`config.mk`:
```
export PLATFORM = sky130hd
export DESIGN_NAME = ascnt_counter
export DESIGN_NICKNAME = d
export VERILOG_FILES = /design/src/rtl/ascnt_pkg.sv /design/src/rtl/ascnt_decode.sv /design/src/rtl/ascnt_succ.sv /design/src/rtl/ascnt_policy.sv /design/src/rtl/ascnt_state_reg.sv /design/src/rtl/ascnt_counter.sv
export SDC_FILE = /design/constraint.sdc
export NUM_CORES = 1
export LEC_CHECK = 0
export ABC_AREA = 1
export BUFFER_PORTS_ARGS = -buffer_cell sky130_fd_sc_hd__buf_2
export CAP_MARGIN = 25
export CORE_AREA = 8 8 45 47
export DETAILED_ROUTE_END_ITERATION = 6
export DIE_AREA = 0 0 53 55
export SYNTH_ARGS = -nofsm -noshare
export SYNTH_HDL_FRONTEND = slang
export SYNTH_SLANG_ARGS = --single-unit
```
`constraint.sdc`:
```
create_clock -name clk -period 2.46 [get_ports clk]
set_input_delay 0.123 -clock clk [delete_from_list [all_inputs] [get_ports clk]]
set_output_delay 0.123 -clock clk [all_outputs]
set_load 0.02 [all_outputs]
```
`src/rtl/ascnt_pkg.sv`:
```
// Package: shared code type, loop table and recovery policy encoding for the
// non-binary cycle counter. Assumes a 4-bit code with an eight-entry loop.
package ascnt_pkg;

    localparam int CODE_W  = 4;
    localparam int SEQ_LEN = 8;

    typedef logic [CODE_W-1:0] code_t;

    // Value loaded by reset; deliberately non-zero.
    localparam code_t SEED = 4'b1000;

    // Recovery policy applied when the register holds an unused code.
    typedef enum logic [1:0] {
        POL_TRAP  = 2'd0,
        POL_RESET = 2'd1,
        POL_JUMP  = 2'd2
    } policy_e;

    // Loop order: entry i is followed by entry (i+1) mod SEQ_LEN.
    localparam code_t CYCLE [SEQ_LEN] = '{
        4'b1000, 4'b1010, 4'b0010, 4'b0110,
        4'b0100, 4'b0101, 4'b0001, 4'b1001
    };

endpackage

```
`src/rtl/ascnt_decode.sv`:
```
// Module: compares the current code against every loop entry.
// Produces a one-hot match vector (all zero for an unused code) and the
// illegal flag. Purely combinational; assumes entries of CYCLE are distinct.
module ascnt_decode
    import ascnt_pkg::*;
(
    input  code_t              cur_i,
    output logic [SEQ_LEN-1:0] hit_o,
    output logic               illegal_o
);

    // One comparator per loop entry.
    for (genvar i = 0; i < SEQ_LEN; i++) begin : g_match
        assign hit_o[i] = (cur_i == CYCLE[i]);
    end

    // Unused code: no comparator matched.
    assign illegal_o = ~|hit_o;

endmodule

```
`src/rtl/ascnt_succ.sv`:
```
// Module: turns the one-hot match vector into the successor code.
// Assumes at most one hit bit is set; an all-zero vector yields 0000,
// which the policy stage never selects in that case.
module ascnt_succ
    import ascnt_pkg::*;
(
    input  logic [SEQ_LEN-1:0] hit_i,
    output code_t              succ_o
);

    localparam int LAST = SEQ_LEN - 1;

    code_t part [SEQ_LEN];

    // Each matching entry contributes the code that follows it.
    for (genvar i = 0; i < SEQ_LEN; i++) begin : g_pick
        localparam int NXT = (i == LAST) ? 0 : i + 1;
        assign part[i] = hit_i[i] ? CYCLE[NXT] : '0;
    end

    // OR-merge the contributions (only one is non-zero).
    always_comb begin
        succ_o = '0;
        for (int i = 0; i < SEQ_LEN; i++) begin
            succ_o = succ_o | part[i];
        end
    end

endmodule

```
`src/rtl/ascnt_policy.sv`:
```
// Module: selects the next register contents from the current code, its
// successor, the enable and the illegal/trapped status.
// POLICY picks the unused-code action at build time; JUMP_CODE must be a
// loop code. Priority: trapped hold > unused-code action > enable step > hold.
module ascnt_policy
    import ascnt_pkg::*;
#(
    parameter policy_e POLICY    = POL_JUMP,
    parameter code_t   JUMP_CODE = SEED
) (
    input  logic  en_i,
    input  logic  illegal_i,
    input  logic  trapped_i,
    input  code_t cur_i,
    input  code_t succ_i,
    output code_t nxt_o,
    output logic  trap_nxt_o
);

    code_t on_bad;      // code loaded when the current code is unused
    logic  bad_traps;   // unused code starts a trap

    // Build-time choice of the unused-code action.
    if (POLICY == POL_TRAP) begin : g_trap
        assign on_bad    = cur_i;
        assign bad_traps = 1'b1;
    end else if (POLICY == POL_RESET) begin : g_reseed
        assign on_bad    = SEED;
        assign bad_traps = 1'b0;
    end else begin : g_jump
        assign on_bad    = JUMP_CODE;
        assign bad_traps = 1'b0;
    end

    // Next-state selection in priority order.
    always_comb begin
        nxt_o      = cur_i;
        trap_nxt_o = trapped_i;
        if (trapped_i) begin
            nxt_o = cur_i;
        end else if (illegal_i) begin
            nxt_o      = on_bad;
            trap_nxt_o = bad_traps;
        end else if (en_i) begin
            nxt_o = succ_i;
        end
    end

endmodule

```
`src/rtl/ascnt_state_reg.sv`:
```
// Module: state and trap storage with synchronous active-low reset.
// Reset loads SEED and clears the trap; no power-up value is assumed.
module ascnt_state_reg
    import ascnt_pkg::*;
(
    input  logic  clk,
    input  logic  rst_n,
    input  code_t nxt_i,
    input  logic  trap_nxt_i,
    output code_t state_q,
    output logic  trapped_q
);

    // Register the selected next code and trap status.
    always_ff @(posedge clk) begin
        if (!rst_n) begin
            state_q   <= SEED;
            trapped_q <= 1'b0;
        end else begin
            state_q   <= nxt_i;
            trapped_q <= trap_nxt_i;
        end
    end

endmodule

```
`src/rtl/ascnt_counter.sv`:
```
// Module: top of the eight-step non-binary cycle counter.
// Chains decode -> successor -> policy -> register. Assumes rst_n is held
// low for at least one clock edge at power-up; JUMP_CODE must be a loop code.
module ascnt_counter
    import ascnt_pkg::*;
#(
    parameter policy_e POLICY    = POL_JUMP,
    parameter code_t   JUMP_CODE = SEED
) (
    input  logic        clk,
    input  logic        rst_n,
    input  logic        cnt_en,
    output logic [3:0]  state_o,
    output logic        illegal_o,
    output logic        trapped_o
);

    code_t              cur;
    code_t              succ;
    code_t              nxt;
    logic [SEQ_LEN-1:0] hit;
    logic               bad;
    logic               trap_nxt;
    logic               trapped;

    ascnt_decode u_dec (
        .cur_i     (cur),
        .hit_o     (hit),
        .illegal_o (bad)
    );

    ascnt_succ u_succ (
        .hit_i  (hit),
        .succ_o (succ)
    );

    ascnt_policy #(
        .POLICY    (POLICY),
        .JUMP_CODE (JUMP_CODE)
    ) u_pol (
        .en_i       (cnt_en),
        .illegal_i  (bad),
        .trapped_i  (trapped),
        .cur_i      (cur),
        .succ_i     (succ),
        .nxt_o      (nxt),
        .trap_nxt_o (trap_nxt)
    );

    ascnt_state_reg u_reg (
        .clk        (clk),
        .rst_n      (rst_n),
        .nxt_i      (nxt),
        .trap_nxt_i (trap_nxt),
        .state_q    (cur),
        .trapped_q  (trapped)
    );

    // Drive outputs from the register and decoder.
    assign state_o   = cur;
    assign illegal_o = bad;
    assign trapped_o = trapped;

endmodule

```
==> impl_metrics.csv, run 1 <==
group,metric,value,unit
setup_path,cp-end-kind,"primary output",
cells_and_area,num-fill-cells,167,
cells_and_area,layout-drive-gt1-share,36.96,%
flow_run,maxCapViolations,0,
hold_path,hold_path.startpoint,"rst_n",
sta,layout_min_cycle_time,1.248,ns
sta,rsz0062_at_grt,"no",
setup_path,crit_type,"reg2out",
cells_and_area,diodes,0,
cells_and_area,largest_reg_flops,4,
cells_and_area,postLayoutCoreUtil,23.78,%
drt,wire_per_inst,9.016,microns
power_and_ir_drop,p_leak,0.1713,nW
drt,vias,250,
cells_and_area,multi_input_area,156.4,sq um
die,fp.dieW,53,microns
yosys,postSynthCellCount,37,
cells_and_area,regArea,80.08,sq um
die,fp.dieArea,0.002915,sq mm
sta,max_freq,801.6,MHz
power_and_ir_drop,cellPowerDensity,869.3,mW/mm^2
power_and_ir_drop,ir_drop,0.2603,mV
cts,cts.htree.levels,1,
drt,drc,0,
place,dp_slack,1.462,ns
cells_and_area,fin_cells,62,
drt,routed_wl,559,microns
drt,drt_iter0_markers,3,
yosys,ys_types,17,
place,placed_area,306.5,sq um
place,portBuffers,7,
drt,drt.antenna.violating_nets,0,
cts,numCtsBuffers,3,
hold_path,hold_path_class,"in2reg",
place,gp_congestion,0.7911,
setup_path,start_kind,"register",
place,dp_cells,59,
drt,vias_per_cell,4.032,
setup_path,required,2.34,ns
cells_and_area,reg_top3,"u_reg.state_q: 4 flops",
global_route,grt_max_degree,8,
setup_path,reg2reg_from,"u_reg.state_q[3]$_SDFFE_PN1P_",
drt,dr.pass1.iters,3,
sta,finalSetupViolCount,0,
setup_path,r2r_end,"u_reg.state_q[2]$_SDFFE_PN0P_",
cells_and_area,finalInstanceArea,329.1,sq um
die,dieHeight,55,microns
global_route,grt_remaining_overflow,0,
cts,clk_latency,0.23,ns
die,rows,14,
sta,worst_slack,1.212,ns
cells_and_area,area_delta_synth_final,27.05,%
run_status,status,"finished clean",
cts,cts_resized,0,
setup_path,path_max_fanout,7,
setup_path,setup.worst_path.start,"u_reg.state_q[3]$_SDFFE_PN1P_",
global_route,grt_pass1_wl,938,microns
sta,tns,0,ns
sta,finalCritPeriodShare,50.71,%
setup_path,cp_data_arrival_time,1.12,ns
cts,postCtsSetupBuffers,0,
global_route,grt_usage,4.424,%
yosys,syn_area,259.0,sq um
sta,final_hold_viol_count,0,
yosys,syn_nets,40,
global_route,grt_pass1_vias,231,
yosys,synth_seq_area_share,30.92,%
cells_and_area,finalNetCount,51,
yosys,synth.avg_cell_area,7.000,sq um
die,core-area,0.001384,sq mm
cts,cts_tree,"built",
setup_path,rrSetupSlack,1.46,ns
sta,hold_slack,0.1337,ns
yosys,yosys_warnings,0,
hold_path,min_path_cells,2,
power_and_ir_drop,power,0.2861,mW
cts,clk_path_buf_depth,2,
cts,cts_num_sinks,4,
setup_path,rr_worst_depth,7,
die,pin_count,9,
die,start_util,18.72,%
sta,finClkSkew,0.001473,ns
global_route,antenna_found_initial,0,
cts,root_buffer,"clkbuf_4",
yosys,synth_seq_cells,4,
sta,drv_slew,0,
cells_and_area,max_flop_register,"u_reg.state_q",
cts,postCtsHoldBufs,0,
hold_path,holdPathEnd,"u_reg.state_q[3]$_SDFFE_PN1P_",
cts,clk_pin_slew,0.04,ns
## worst max-delay path by stage
stage                                    endpoint  slack (ns)  cells after the start
detailed placement                      illegal_o        1.46                      5
global route                            illegal_o        1.11                      5
CTS                                     illegal_o        1.20                      5
global placement                        illegal_o        1.45                      5
finish                                  illegal_o        1.21                      5
floorplan           u_reg.state_q[3]$_SDFFE_PN1P_        1.31                      5
## worst max-delay path: stages (launching register included)
cell,delay (ns)
dfxtp_1,0.44
nand2_1,0.08
nand2_1,0.08
inv_2,0.06
nand2_1,0.07
buf_2,0.17
## layout make-up
type                            instances  area share (%)
Sequential cell                         4           24.33
Clock buffer                            3           6.844
Tap cell                               16           6.084
Multi-Input combinational cell         28           47.53
Inverter                                4           4.563
Timing Repair Buffer                    7           10.65
## Yosys cell counts
library cell,n,share of area (%)
nor2_1,4,5.8
nand3_4,1,6.8
a21oi_1,1,1.9
nand4_1,2,4.8
nor3_1,1,1.9
nor2_2,4,9.7
o21ai_0,1,1.9
inv_1,3,4.3
buf_4,1,2.9
inv_2,1,1.4
or2_1,1,2.4
nand2_1,8,12
nand3b_1,2,5.8
nand3_1,1,1.9
nand2_4,1,4.3
conb_1,1,1.4
dfxtp_1,4,31
## per-layer routing
metal	wire length [microns]	global-route usage, %	share of wire (%)	vias to the layer above
met5	0	0	0	-
met1	285	5.766	51	109
met3	28	0.8021	5.0	0
met4	0	5.172	0	0
met2	245	5.469	44	6
li1	-	-	-	135
## logic make-up (layout without fill, tap and decap cells)
family	count (synthesis)	after routing	share of synthesized area, %
flip-flops	4	4	30.92
other	1	1	1.448
AO/OA/AOI/OAI	2	2	3.861
buffers and inverters	5	14	8.695
AND/OR/NAND/NOR	25	25	55.07
## power breakdown
part           leakage (nW)  switching [mW]  internal [mW]
Combinational         0.124          0.0728         0.0404
Sequential           0.0330          0.0176         0.0763
Clock                0.0138          0.0246         0.0544
## placed cells by master (no fill, tap or decap), drive strengths merged
cell | synthesis | layout
o21ai | 1 | 1
buf | 1 | 7
nor2 | 8 | 8
nand2 | 9 | 9
nand3 | 2 | 2
nor3 | 1 | 1
nand3b | 2 | 2
dfxtp | 4 | 4
conb | 1 | 1
a21oi | 1 | 1
or2 | 1 | 1
clkbuf | 0 | 3
nand4 | 2 | 2
inv | 4 | 4
(Power assumes the default switching activity.)
==> run 2: changes to the inputs <==
==> constraint.sdc (replaced) <==
create_clock -name clk -period 1.3 [get_ports clk]
set_input_delay 0.065 -clock clk [delete_from_list [all_inputs] [get_ports clk]]
set_output_delay 0.065 -clock clk [all_outputs]
set_load 0.02 [all_outputs]
==> run 2 against run 1 <==
  * Flip-flop and latch count did not move
  * Non-clock buffer count did not move
  * Combinational power rose by 92%
  * Sequential share of layout area did not move
  * First-iteration DRC count rose to 2.7 times the previous value
  * Utilization did not move
  * Final area did not move
  * Critical path depth fell by 1
  * Hold slack got worse by 0.078 ns
  * Clock skew barely moved
  * Wire length rose by 1.4%
  * Global-route usage rose by 0.22 points
  * Critical endpoint unchanged
  * Largest cell class unchanged
  * Highest routed layer is now met4
==> impl_metrics.csv, run 2 (same netlist as run 1, synthesis figures left out) <==
group,metric,value,unit
global_route,grt_pass1_vias,226,
global_route,antenna_found_initial,0,
setup_path,crit_type,"reg2out",
setup_path,crit_chain,"nor2_2 -> nand2_4 -> nand2_1 -> buf_2",
setup_path,cp_data_arrival_time,1.12,ns
die,core-area,0.001384,sq mm
cts,cts.htree.levels,1,
cts,cts_tree,"built",
sta,layout_min_cycle_time,1.183,ns
drt,vias,247,
global_route,grt_pass1_wl,931,microns
cells_and_area,num-fill-cells,151,
sta,max_freq,845.6,MHz
drt,drt.antenna.violating_nets,0,
cells_and_area,regArea,80.08,sq um
cells_and_area,diodes,0,
cells_and_area,area_delta_synth_final,27.05,%
sta,final_hold_viol_count,0,
setup_path,critPathTopFamily,"simple AND/OR/NAND/NOR gates",
drt,drc,0,
cts,clk_latency,0.23,ns
die,pin_count,9,
cts,postCtsSetupBuffers,0,
sta,finalCritPeriodShare,90.97,%
setup_path,rrSetupSlack,0.31,ns
die,fp.dieArea,0.002915,sq mm
cts,clk_path_buf_depth,2,
sta,hold_slack,0.05578,ns
drt,wire_per_inst,9.145,microns
run_status,status,"finished clean",
cts,cts_num_sinks,4,
cells_and_area,max_flop_register,"u_reg.state_q",
sta,drv_slew,0,
setup_path,start_kind,"register",
die,dieHeight,55,microns
cells_and_area,fin_cells,62,
cts,root_buffer,"clkbuf_4",
setup_path,max_stage_delay,0.35,ns
power_and_ir_drop,p_leak,0.1713,nW
sta,tns,0,ns
setup_path,cp-end-kind,"primary output",
hold_path,hold_path_class,"in2reg",
cells_and_area,multi_input_area,156.4,sq um
power_and_ir_drop,cellPowerDensity,1646,mW/mm^2
setup_path,crit_buf_inv,1,
cts,numCtsBuffers,3,
drt,routed_wl,567,microns
cells_and_area,largest_reg_flops,4,
place,portBuffers,7,
global_route,grt_max_degree,8,
place,dp_cells,59,
sta,finClkSkew,0.001370,ns
global_route,grt_remaining_overflow,0,
cells_and_area,reg_top3,"u_reg.state_q: 4 flops",
cells_and_area,finalNetCount,51,
cts,clk_pin_slew,0.03,ns
setup_path,critPathSlowestCell,"dfxtp_1",
die,start_util,18.72,%
sta,finalSetupViolCount,0,
drt,vias_per_cell,3.984,
cts,cts_resized,0,
cts,postCtsHoldBufs,0,
cells_and_area,final_cell_mix,"8 x nand2_1, 7 x buf_2, 4 x nor2_2, 4 x nor2_1, 4 x dfxtp_1",
power_and_ir_drop,ir_drop,0.4082,mV
global_route,grt_usage,4.645,%
power_and_ir_drop,power,0.5415,mW
setup_path,path_max_fanout,6,
drt,dr.pass1.iters,4,
drt,drt_iter0_markers,8,
place,gp_congestion,0.7733,
cells_and_area,layout-drive-gt1-share,36.96,%
cells_and_area,finalInstanceArea,329.1,sq um
die,fp.dieW,53,microns
sta,rsz0062_at_grt,"no",
cells_and_area,final_common_cell,"nand2_1",
flow_run,maxCapViolations,0,
die,rows,14,
place,placed_area,306.5,sq um
setup_path,required,1.24,ns
==> run 2: worst reg2reg max path, stage by stage, from the launching register on <==
cell and delay [ns]:
dfxtp_1 0.35, nor2_2 0.18, nand2_4 0.09, nand3_4 0.10, nand2_1 0.06, nand2_1 0.07
nor2_2 0.03
==> run 2: area by class of cell <==
type / count / area share, %
multi-input combinational: 28 / 47.53
timing repair buffer: 7 / 10.65
inverter: 4 / 4.563
clock buffer: 3 / 6.844
sequential: 4 / 24.33
tap: 16 / 6.084
==> run 2: report_power, final <==
group | internal [mW] | switching (mW)
registers | 0.144 | 0.0307
logic | 0.0766 | 0.140
clock network | 0.103 | 0.0464
total | 0.324 | 0.218
==> run 2: through the flow <==
stage               utilization [%]  setup WS [ns]
detailed placement            22.15         0.3191
CTS                           23.78         0.1069
global placement              22.15         0.3179
floorplan                         -         0.1510
finish                        23.78         0.1174
global route                  23.78        0.01960
==> run 2: path summary, 6_finish.rpt <==
check,to,depth (start not counted),start
setup / recovery,illegal_o,4,u_reg.state_q[0]$_SDFFE_PN0P_
hold / removal,u_reg.state_q[3]$_SDFFE_PN1P_,2,rst_n
setup reg to reg,u_reg.state_q[2]$_SDFFE_PN0P_,6,u_reg.state_q[0]$_SDFFE_PN0P_
hold reg to reg,u_reg.state_q[2]$_SDFFE_PN0P_,2,u_reg.state_q[2]$_SDFFE_PN0P_
==> run 2: routing by layer <==
metal  vias to the layer above  share of wire [%]  track usage, %
met1                        98                 49           5.319
met3                         3                7.4           2.406
met2                        11                 39           5.664
met4                         0                4.1           5.172
met5                         -                  0               0
li1                        135                  -               -
==> run 3: changes to the inputs <==
==> constraint.sdc (replaced) <==
create_clock -name clk -period 1.14 [get_ports clk]
set_input_delay 0.057 -clock clk [delete_from_list [all_inputs] [get_ports clk]]
set_output_delay 0.057 -clock clk [all_outputs]
set_load 0.02 [all_outputs]
==> run 3 against run 2 <==
  * Sequential share of layout area increased by 0.33 points
  * Flip-flop and latch count unchanged
  * Setup slack got worse by 0.043 ns
  * Total power increased by 26%
  * Combinational power increased by 36%
  * Register-to-register slack got worse by 0.14 ns
  * Critical endpoint unchanged
  * Largest power group unchanged
==> impl_metrics.csv, run 3 (same netlist as run 1, synthesis figures left out) <==
group,metric,value,unit
run_status,status,"finished clean",
sta,layout_min_cycle_time,1.066,ns
die,pin_count,9,
hold_path,hold_path_class,"in2reg",
power_and_ir_drop,power,0.6841,mW
place,dp_slack,0.1663,ns
sta,finClkSkew,0.0009139,ns
power_and_ir_drop,p_leak,0.1854,nW
sta,final_hold_viol_count,0,
cts,postCtsHoldBufs,0,
drt,vias,259,
cells_and_area,num-fill-cells,164,
global_route,grt_remaining_overflow,0,
cells_and_area,fin_cells,64,
place,placed_area,310.3,sq um
cells_and_area,largest_reg_flops,4,
setup_path,start_kind,"register",
cells_and_area,reg_top3,"u_reg.state_q: 4 flops",
cts,numCtsBuffers,3,
sta,tns,0,ns
cells_and_area,final_common_cell,"nand2_1",
place,gp_congestion,0.7685,
setup_path,path_max_fanout,7,
sta,worst_slack,0.07402,ns
cts,clk_pin_slew,0.04,ns
drt,drt_iter0_markers,6,
global_route,grt_max_degree,8,
drt,drc,0,
cells_and_area,area_delta_synth_final,44.93,%
cts,cts_num_sinks,4,
sta,rsz0062_at_grt,"no",
die,dieHeight,55,microns
setup_path,required,1.08,ns
drt,wire_per_inst,10.08,microns
cts,clk_path_buf_depth,2,
cts,cts.htree.levels,1,
power_and_ir_drop,cellPowerDensity,1822,mW/mm^2
cells_and_area,diodes,0,
drt,routed_wl,645,microns
cts,clk_latency,0.23,ns
sta,finalSetupViolCount,0,
place,portBuffers,7,
cells_and_area,postLayoutCoreUtil,27.12,%
setup_path,crit_type,"reg2out",
setup_path,cp-end-kind,"primary output",
die,fp.dieArea,0.002915,sq mm
cts,root_buffer,"clkbuf_4",
die,rows,14,
setup_path,cp_data_arrival_time,1.01,ns
global_route,grt_usage,5.134,%
flow_run,maxCapViolations,0,
global_route,grt_pass1_vias,237,
die,start_util,18.72,%
cells_and_area,finalNetCount,53,
drt,vias_per_cell,4.047,
drt,drt.antenna.violating_nets,0,
cells_and_area,finalInstanceArea,375.4,sq um
sta,drv_slew,0,
sta,hold_slack,0.06982,ns
cts,cts_tree,"built",
die,core-area,0.001384,sq mm
place,dp_cells,59,
die,fp.dieW,53,microns
cells_and_area,layout-drive-gt1-share,50.00,%
sta,finalCritPeriodShare,93.51,%
sta,max_freq,938.1,MHz
power_and_ir_drop,ir_drop,0.6894,mV
global_route,antenna_found_initial,0,
cells_and_area,max_flop_register,"u_reg.state_q",
cells_and_area,final_cell_mix,"7 x nand2_1, 6 x buf_2, 4 x nor2_1",
global_route,grt_pass1_wl,1041,microns
drt,dr.pass1.iters,4,
==> run 3: worst max-delay path: stages, from the launching register on <==
cell     delay [ns]
dfxtp_4        0.36
nor2_4         0.14
nand2_4        0.08
nand2_2        0.08
buf_6          0.11
==> run 3: power by group <==
group          internal (mW)  switching (mW)
logic                  0.126           0.170
registers              0.173          0.0463
clock network          0.117          0.0522
==> run 3: layout make-up <==
type | count | area, sq um | area share (%)
Inverter | 4 | 15.01 | 4.000
Timing Repair Buffer | 9 | 56.30 | 15.00
Tap cell | 16 | 20.02 | 5.333
Sequential cell | 4 | 92.59 | 24.67
Clock buffer | 3 | 22.52 | 6.000
Multi-Input combinational cell | 28 | 168.9 | 45.00
==> run 3: final timing paths <==
check	from	endpoint	slack [ns]	depth (start not counted)
worst max-delay path	u_reg.state_q[3]$_SDFFE_PN1P_	illegal_o	0.07	4
worst min-delay path	rst_n	u_reg.state_q[3]$_SDFFE_PN1P_	0.07	2
worst max register to register	u_reg.state_q[3]$_SDFFE_PN1P_	u_reg.state_q[3]$_SDFFE_PN1P_	0.17	6
worst min register to register	u_reg.state_q[0]$_SDFFE_PN0P_	u_reg.state_q[0]$_SDFFE_PN0P_	0.55	2
==> run 3: what timing repair did <==
action	4_1_cts	5_1_grt
hold endpoints to repair	0	0
gates resized for setup	3	6
buffers inserted	0	2
pin swaps	1	2
endpoints found under the setup margin	1	1
==> run 3: per-layer routing <==
metal  wire length [microns]  GRT usage (%)  part of all wire [%]
met2                     294          7.031                    46
met1                     291          4.856                    45
met3                      59          2.941                   9.1
met4                       0          6.466                     0
met5                       0              0                     0
